**src/rtl/dfe_pkg.sv**
```systemverilog
package dfe_pkg;
  parameter int DEF_SMP_W = 8;
  parameter int DEF_TAPS  = 3;

  // width of a sum of (taps + 1) signed values of smp_w bits, plus one guard bit
  function automatic int acc_width(input int smp_w, input int taps);
    return smp_w + $clog2(taps + 1) + 1;
  endfunction
endpackage

```
**src/rtl/dfe_history.sv**
```systemverilog
module dfe_history #(
  parameter int NTAPS = 3
) (
  input  logic             clk,
  input  logic             rst_n,
  input  logic             shift_en,
  input  logic             new_bit,
  output logic [NTAPS-1:0] hist
);
  // hist[0] is the newest decision, hist[NTAPS-1] the oldest
  for (genvar k = 0; k < NTAPS; k++) begin : g_stage
    if (k == 0) begin : g_head
      always_ff @(posedge clk) begin
        if (!rst_n)        hist[0] <= 1'b0;
        else if (shift_en) hist[0] <= new_bit;
      end
    end else begin : g_tail
      always_ff @(posedge clk) begin
        if (!rst_n)        hist[k] <= 1'b0;
        else if (shift_en) hist[k] <= hist[k-1];
      end
    end
  end


  hist_hold_chk: assert property (@(posedge clk) disable iff (!rst_n)
    !shift_en |=> $stable(hist));


  hist_shift_chk: assert property (@(posedge clk) disable iff (!rst_n)
    shift_en |=> (hist[0] == $past(new_bit)));
endmodule

```
**src/rtl/dfe_combiner.sv**
```systemverilog
module dfe_combiner #(
  parameter int SMP_W = 8,
  parameter int NTAPS = 3,
  parameter int ACC_W = 11
) (
  input  logic signed [SMP_W-1:0]       sample,
  input  logic        [NTAPS*SMP_W-1:0] coef_all,
  input  logic        [NTAPS-1:0]       hist,
  output logic signed [ACC_W-1:0]       acc
);
  function automatic logic signed [ACC_W-1:0] widen(input logic [SMP_W-1:0] v);
    return {{(ACC_W-SMP_W){v[SMP_W-1]}}, v};
  endfunction

  // coefficient times a decision mapped to +1 / -1
  function automatic logic signed [ACC_W-1:0] fb_term(input logic [SMP_W-1:0] coef,
                                                      input logic dbit);
    logic signed [ACC_W-1:0] w;
    w = widen(coef);
    return dbit ? w : -w;
  endfunction

  logic signed [ACC_W-1:0] term [NTAPS];

  for (genvar k = 0; k < NTAPS; k++) begin : g_tap
    assign term[k] = fb_term(coef_all[k*SMP_W +: SMP_W], hist[k]);
  end

  always_comb begin
    acc = widen(sample);
    for (int k = 0; k < NTAPS; k++) acc = acc - term[k];
  end
endmodule

```
**src/rtl/dfe_decision.sv**
```systemverilog
module dfe_decision #(
  parameter int ACC_W = 11
) (
  input  logic                    clk,
  input  logic                    rst_n,
  input  logic                    smp_vld,
  input  logic signed [ACC_W-1:0] acc,
  output logic                    slice_bit,
  output logic                    dec_vld
);
  function automatic logic slice(input logic signed [ACC_W-1:0] v);
    return ~v[ACC_W-1];
  endfunction

  assign slice_bit = slice(acc);

  always_ff @(posedge clk) begin
    if (!rst_n) dec_vld <= 1'b0;
    else        dec_vld <= smp_vld;
  end


  vld_follow_chk: assert property (@(posedge clk) disable iff (!rst_n)
    smp_vld |=> dec_vld);


  vld_quiet_chk: assert property (@(posedge clk) disable iff (!rst_n)
    !smp_vld |=> !dec_vld);
endmodule

```
**src/rtl/dfe_slicer.sv**
```systemverilog
module dfe_slicer #(
  parameter int SMP_W = dfe_pkg::DEF_SMP_W,
  parameter int NTAPS = dfe_pkg::DEF_TAPS
) (
  input  logic                   clk,
  input  logic                   rst_n,
  input  logic                   smp_vld,
  input  logic [SMP_W-1:0]       smp_data,
  input  logic [NTAPS*SMP_W-1:0] coef_all,
  output logic                   dec_vld,
  output logic                   dec_bit
);
  localparam int ACC_W = dfe_pkg::acc_width(SMP_W, NTAPS);

  logic [NTAPS-1:0]        hist;
  logic signed [ACC_W-1:0] corr;
  logic                    slice_bit;
  logic                    take_sample;

  assign take_sample = smp_vld;

  dfe_combiner #(.SMP_W(SMP_W), .NTAPS(NTAPS), .ACC_W(ACC_W)) u_comb (
    .sample   (smp_data),
    .coef_all (coef_all),
    .hist     (hist),
    .acc      (corr)
  );

  dfe_decision #(.ACC_W(ACC_W)) u_dec (
    .clk       (clk),
    .rst_n     (rst_n),
    .smp_vld   (take_sample),
    .acc       (corr),
    .slice_bit (slice_bit),
    .dec_vld   (dec_vld)
  );

  dfe_history #(.NTAPS(NTAPS)) u_hist (
    .clk      (clk),
    .rst_n    (rst_n),
    .shift_en (take_sample),
    .new_bit  (slice_bit),
    .hist     (hist)
  );

  // newest history entry is the presented decision
  assign dec_bit = hist[0];


  slice_sign_chk: assert property (@(posedge clk) disable iff (!rst_n)
    take_sample |=> (dec_bit == !$past(corr[ACC_W-1])));


  reset_clear_chk: assert property (@(posedge clk)
    !rst_n |=> (!dec_vld && hist == '0));
endmodule

```
**config.mk**
```make
export PLATFORM = sky130hd
export DESIGN_NAME = dfe_slicer
export DESIGN_NICKNAME = d
export VERILOG_FILES = /design/src/rtl/dfe_pkg.sv /design/src/rtl/dfe_history.sv /design/src/rtl/dfe_combiner.sv /design/src/rtl/dfe_decision.sv /design/src/rtl/dfe_slicer.sv
export SDC_FILE = /design/constraint.sdc
export NUM_CORES = 1
export LEC_CHECK = 0
export ABC_AREA = 1
export BUFFER_PORTS_ARGS = -buffer_cell sky130_fd_sc_hd__buf_2
export CELL_PAD_IN_SITES_DETAIL_PLACEMENT = 1
export CELL_PAD_IN_SITES_GLOBAL_PLACEMENT = 1
export CORE_MARGIN = 10
export CORE_UTILIZATION = 25
export CTS_CLUSTER_SIZE = 20
export DETAILED_ROUTE_END_ITERATION = 10
export GPL_TIMING_DRIVEN = 0
export PLACE_DENSITY = 0.63
export SLEW_MARGIN = 0
export SYNTH_ARGS = -nofsm -noshare
export SYNTH_HDL_FRONTEND = slang
export SYNTH_HIERARCHICAL = 1
export SYNTH_SLANG_ARGS = --single-unit
```
**constraint.sdc**
```tcl
create_clock -name clk -period 3.7 [get_ports clk]
set_clock_uncertainty 0.1 [all_clocks]
set_input_delay 0.185 -clock clk [delete_from_list [all_inputs] [get_ports clk]]
set_output_delay 0.185 -clock clk [all_outputs]
set_load 0.03 [all_outputs]
```
; Yosys cells after proc, flatten, opt, wreduce, memory -nomap -nowiden
; Index checks and enable logic that the tools add are counted.
[classes]
add_sub_neg = 6
muxes = 3
bitwise = 1
[op_table]
columns = operator, n
row1 = $mux W11, 3
row2 = $neg A8 Y11, 3
row3 = $sub A11 B11 Y11, 2
row4 = $sub A8 B11 Y11, 1
row5 = $not A1 Y1, 1
[totals]
regBits = 4
input_bits = 35
elab_cells = 14

; Longest topological paths before layout
[depth]
word_depth = 6
mapped_depth = 26
mapped_depth_nobuf = 26

; Modules after synthesis
; Netlist, hierarchy kept.
[modules_own_cells]
columns = mod, n_inst, cells_per_inst, area_per_inst_um2
row1 = dfe_combiner, 1, 243, 1635.3
row2 = dfe_history, 1, 18, 116.4
row3 = dfe_decision, 1, 4, 31.3

; Worst setup path after synthesis
; No wires, ideal clock.
[synth_timing]
path_type = register to register
startpoint = register u_hist.hist[0]
endpoint = register u_hist.hist[0]
t_arrival_ps = 3326
required_time_ps = 3486
slack_ps = 160
path_stages_with_launch = 23
n_path_buf = 0
period_less_slack_ps = 3540
path_cell_list = dfxtp_1 > inv_1 > o21ai_1 > nand3_1 > nand2_1 > inv_1 > fa_1 > inv_1 > fa_1 > inv_1 > ha_1 > nand2_1 > or2_1 > nand3_2 > a21oi_4 > inv_1 > nand3_1 > nand2_1 > inv_1 > inv_1 > nand2_1 > nand2_1 > nor2_1
[synth_between]
elab_chain_cells = 5
[synth_lines]
columns = element, line_no
row1 = from (decl), dfe_history.sv:8  ; output logic [NTAPS-1:0] hist
row2 = from (signal assigned), dfe_history.sv:15  ; else if (shift_en) hist[0] <= new_bit;
row3 = $mux W11, dfe_combiner.sv:20  ; return dbit ? w : -w;
row4 = $sub A8 B11 Y11, dfe_combiner.sv:31  ; for (int k = 0; k < NTAPS; k++) acc = acc - term[k];
row5 = $sub A11 B11 Y11 (2 in a row), dfe_combiner.sv:31
row6 = via corr[10], dfe_slicer.sv:16  ; logic signed [ACC_W-1:0] corr;
row7 = $not A1 Y1, dfe_decision.sv:12  ; return ~v[ACC_W-1];
row8 = via slice_bit, dfe_slicer.sv:17  ; logic slice_bit;
; The timed path passes the listed nets, and every way through them passes these cells.
; A chain may end at the register's enable or synchronous reset.

; Worst setup path after layout
[layout_timing]
startpoint = register u_hist.hist[2]
endpoint = register u_hist.hist[0]
[layout_between]
elab_chain_cells = 3
[layout_lines]
columns = element, line_no
row1 = "from (signal, indexed assignment)", dfe_history.sv:20  ; else if (shift_en) hist[k] <= hist[k-1];
row2 = $mux W11, dfe_combiner.sv:20
row3 = $sub A11 B11 Y11, dfe_combiner.sv:31
row4 = via corr[10], dfe_slicer.sv:16
row5 = $not A1 Y1, dfe_decision.sv:12
row6 = via slice_bit, dfe_slicer.sv:17
; The timed path passes the listed nets, and every way through them passes these cells.

==> results.toml <==
[global_routing]
grt-ovfl-total = 0
grt_max_degree = 10
grt_pass1_vias = 1658
antenna_found_initial = 0
track_usage = 0.0865
grt_pass1_wl_um = 7160

[min_path]
worstHoldPathType = "input port to flop"
hp-start = "rst_n"

[clock_network]
cts_buffers = 3
clk_pin_slew_worst_paths_ns = 0.03
worst_skew_pair.late_latency_ns = 0.23
cts_root_buf = "clkbuf_8"
cts_max_level = 1
cts_setup_buffers = 0
clock_sinks = 4
clk_path_buf_depth = 2
cts_tree = "yes"

[setup_path]
rr_startpoint = "u_hist/hist[2]"
worst-path-max-fanout = 7
cp.arrival_ns = 3.47
worstSetupEndpointType = "flop"
crit_start = "u_hist/hist[2]"
start_kind = "flop"
path_class = "flop to flop"
crit_required_ns = 3.76

[place]
place_congestion = 0.764
dp_hpwl_um = 3770
numPortBuffers = 36

[power]
power_uw = 1070
clkPwrFrac = 0.090
peakVddDrop_mv = 0.280
seqPwrFrac = 0.062
power_leakage_uw = 0.00114
comb_power_share = 0.848
p_int_uw = 500
power.density_mw_per_mm2 = 543
swShare = 0.534
power.net_switching_uw = 573

[sta]
fin_crit_ns = 3.41
finalHoldViolations = 0
setup-tns-final_ns = 0
maxSlewHeadroom = 0.801
max_slew.worst_pin.slew_ns = 0.297
slew_violations = 0
fmax_mhz = 293
timing.hold.ws_ns = 0.107
fin_crit_sh = 0.922
setup_viol = 0

[die]
rows = 28
initial_core_util = 0.263
dieHeight_um = 99.6
die_w_um = 99.6
coreArea_sq_mm = 0.00603
dieArea_sq_mm = 0.00993
io_pins = 37

[synthesis]
ys.warnings.count = 6
synth_area_sq_mm = 0.00159
synth.avg_cell_area_sq_um = 6.86
syn-instance-count = 231
syn_nets = 299

[run]
cap_violations = 0

[drt]
drc = 0
drt-wirelength-per-cell_um = 12.0
vias = 1466
dr.pass1.iters = 4
drt.antenna.violating_nets = 0
vias_per_cell = 4.25
drtIter0Drc = 27
drt-total-wl_um = 4160

[final_layout]
filler_cell_count = 785
area_growth_pct = 24.8
drive_gt1_frac = 0.270
fin_nets = 340
regArea_sq_um = 86.3
diodes = 0
multi_input_comb_area_sq_mm = 0.00132
mostFrequentLayoutCells = "inv_1, nand2_1, buf_2"
layout_commonest_cell = "inv_1"

[outcome]
run_status = "completed"
## layout make-up
cell class	instances	area share
Timing Repair Buffer	36	0.0911
Multi-Input combinational cell	158	0.665
Tap cell	75	0.0474
Clock buffer	3	0.0209
Inverter	69	0.132
Sequential cell	4	0.0436
## worst max-delay path: stages, from the launching register on
cell and delay (ns):
dfxtp_4 0.38, xnor2_2 0.22, nor2b_1 0.25, a21oi_1 0.09, fa_1 0.50, inv_1 0.05, fa_1 0.49, inv_1 0.04
ha_1 0.31, a21oi_1 0.18, nand3_2 0.12, a21oi_4 0.18, inv_1 0.05, nand3_1 0.07, nand2_1 0.05, inv_1 0.04
inv_1 0.04, nand2_1 0.05, nand2_1 0.04, nor2_1 0.07
## registers in the layout, summed over array words and instances, names as in the netlist
name and cells:
u_dec/dec_vld 1, u_hist/hist 3
## timing repair
| item | in CTS | in global routing |
|---|---|---|
| gates resized for setup | 0 | 21 |
| hold buffers | 0 | 0 |
| setup endpoints to repair | 0 | 1 |
## power by group through the flow
stage	sequential, uW	clock (uW)	combinational [uW]
global route	68.2	102	1110
detailed placement	64.5	0	920
finish	66.5	96.3	911
floorplan	70.4	0	701
CTS	64.0	99.4	926
global placement	64.4	0	891
## metal layers
layer,part of all wire,vias up,track usage
met4,0.015,0,0.0298
met3,0.048,7,0.0221
met2,0.48,26,0.148
met1,0.46,673,0.102
met5,0,-,0
li1,-,760,-
## stage by stage
step	instance area (sq um)	util	worst slack, ns	instances
after CTS	1900	0.315	0.0595	345
after detailed placement	1860	0.309	-0.0645	342
after floorplan	1590	-	0.255	231
final	1980	0.328	0.287	345
after global routing	1980	0.328	-0.00186	345
after global placement	1860	0.309	-0.0306	342
## path summary, 6_finish.rpt
path,end,slack (ns),cells after the start
setup / recovery,u_hist/hist[0],0.29,19
setup reg to reg,u_hist/hist[0],0.29,19
hold reg to reg,u_hist/hist[1],0.43,2
hold / removal,u_dec/dec_vld,0.11,3
(Power assumes the default switching activity.)
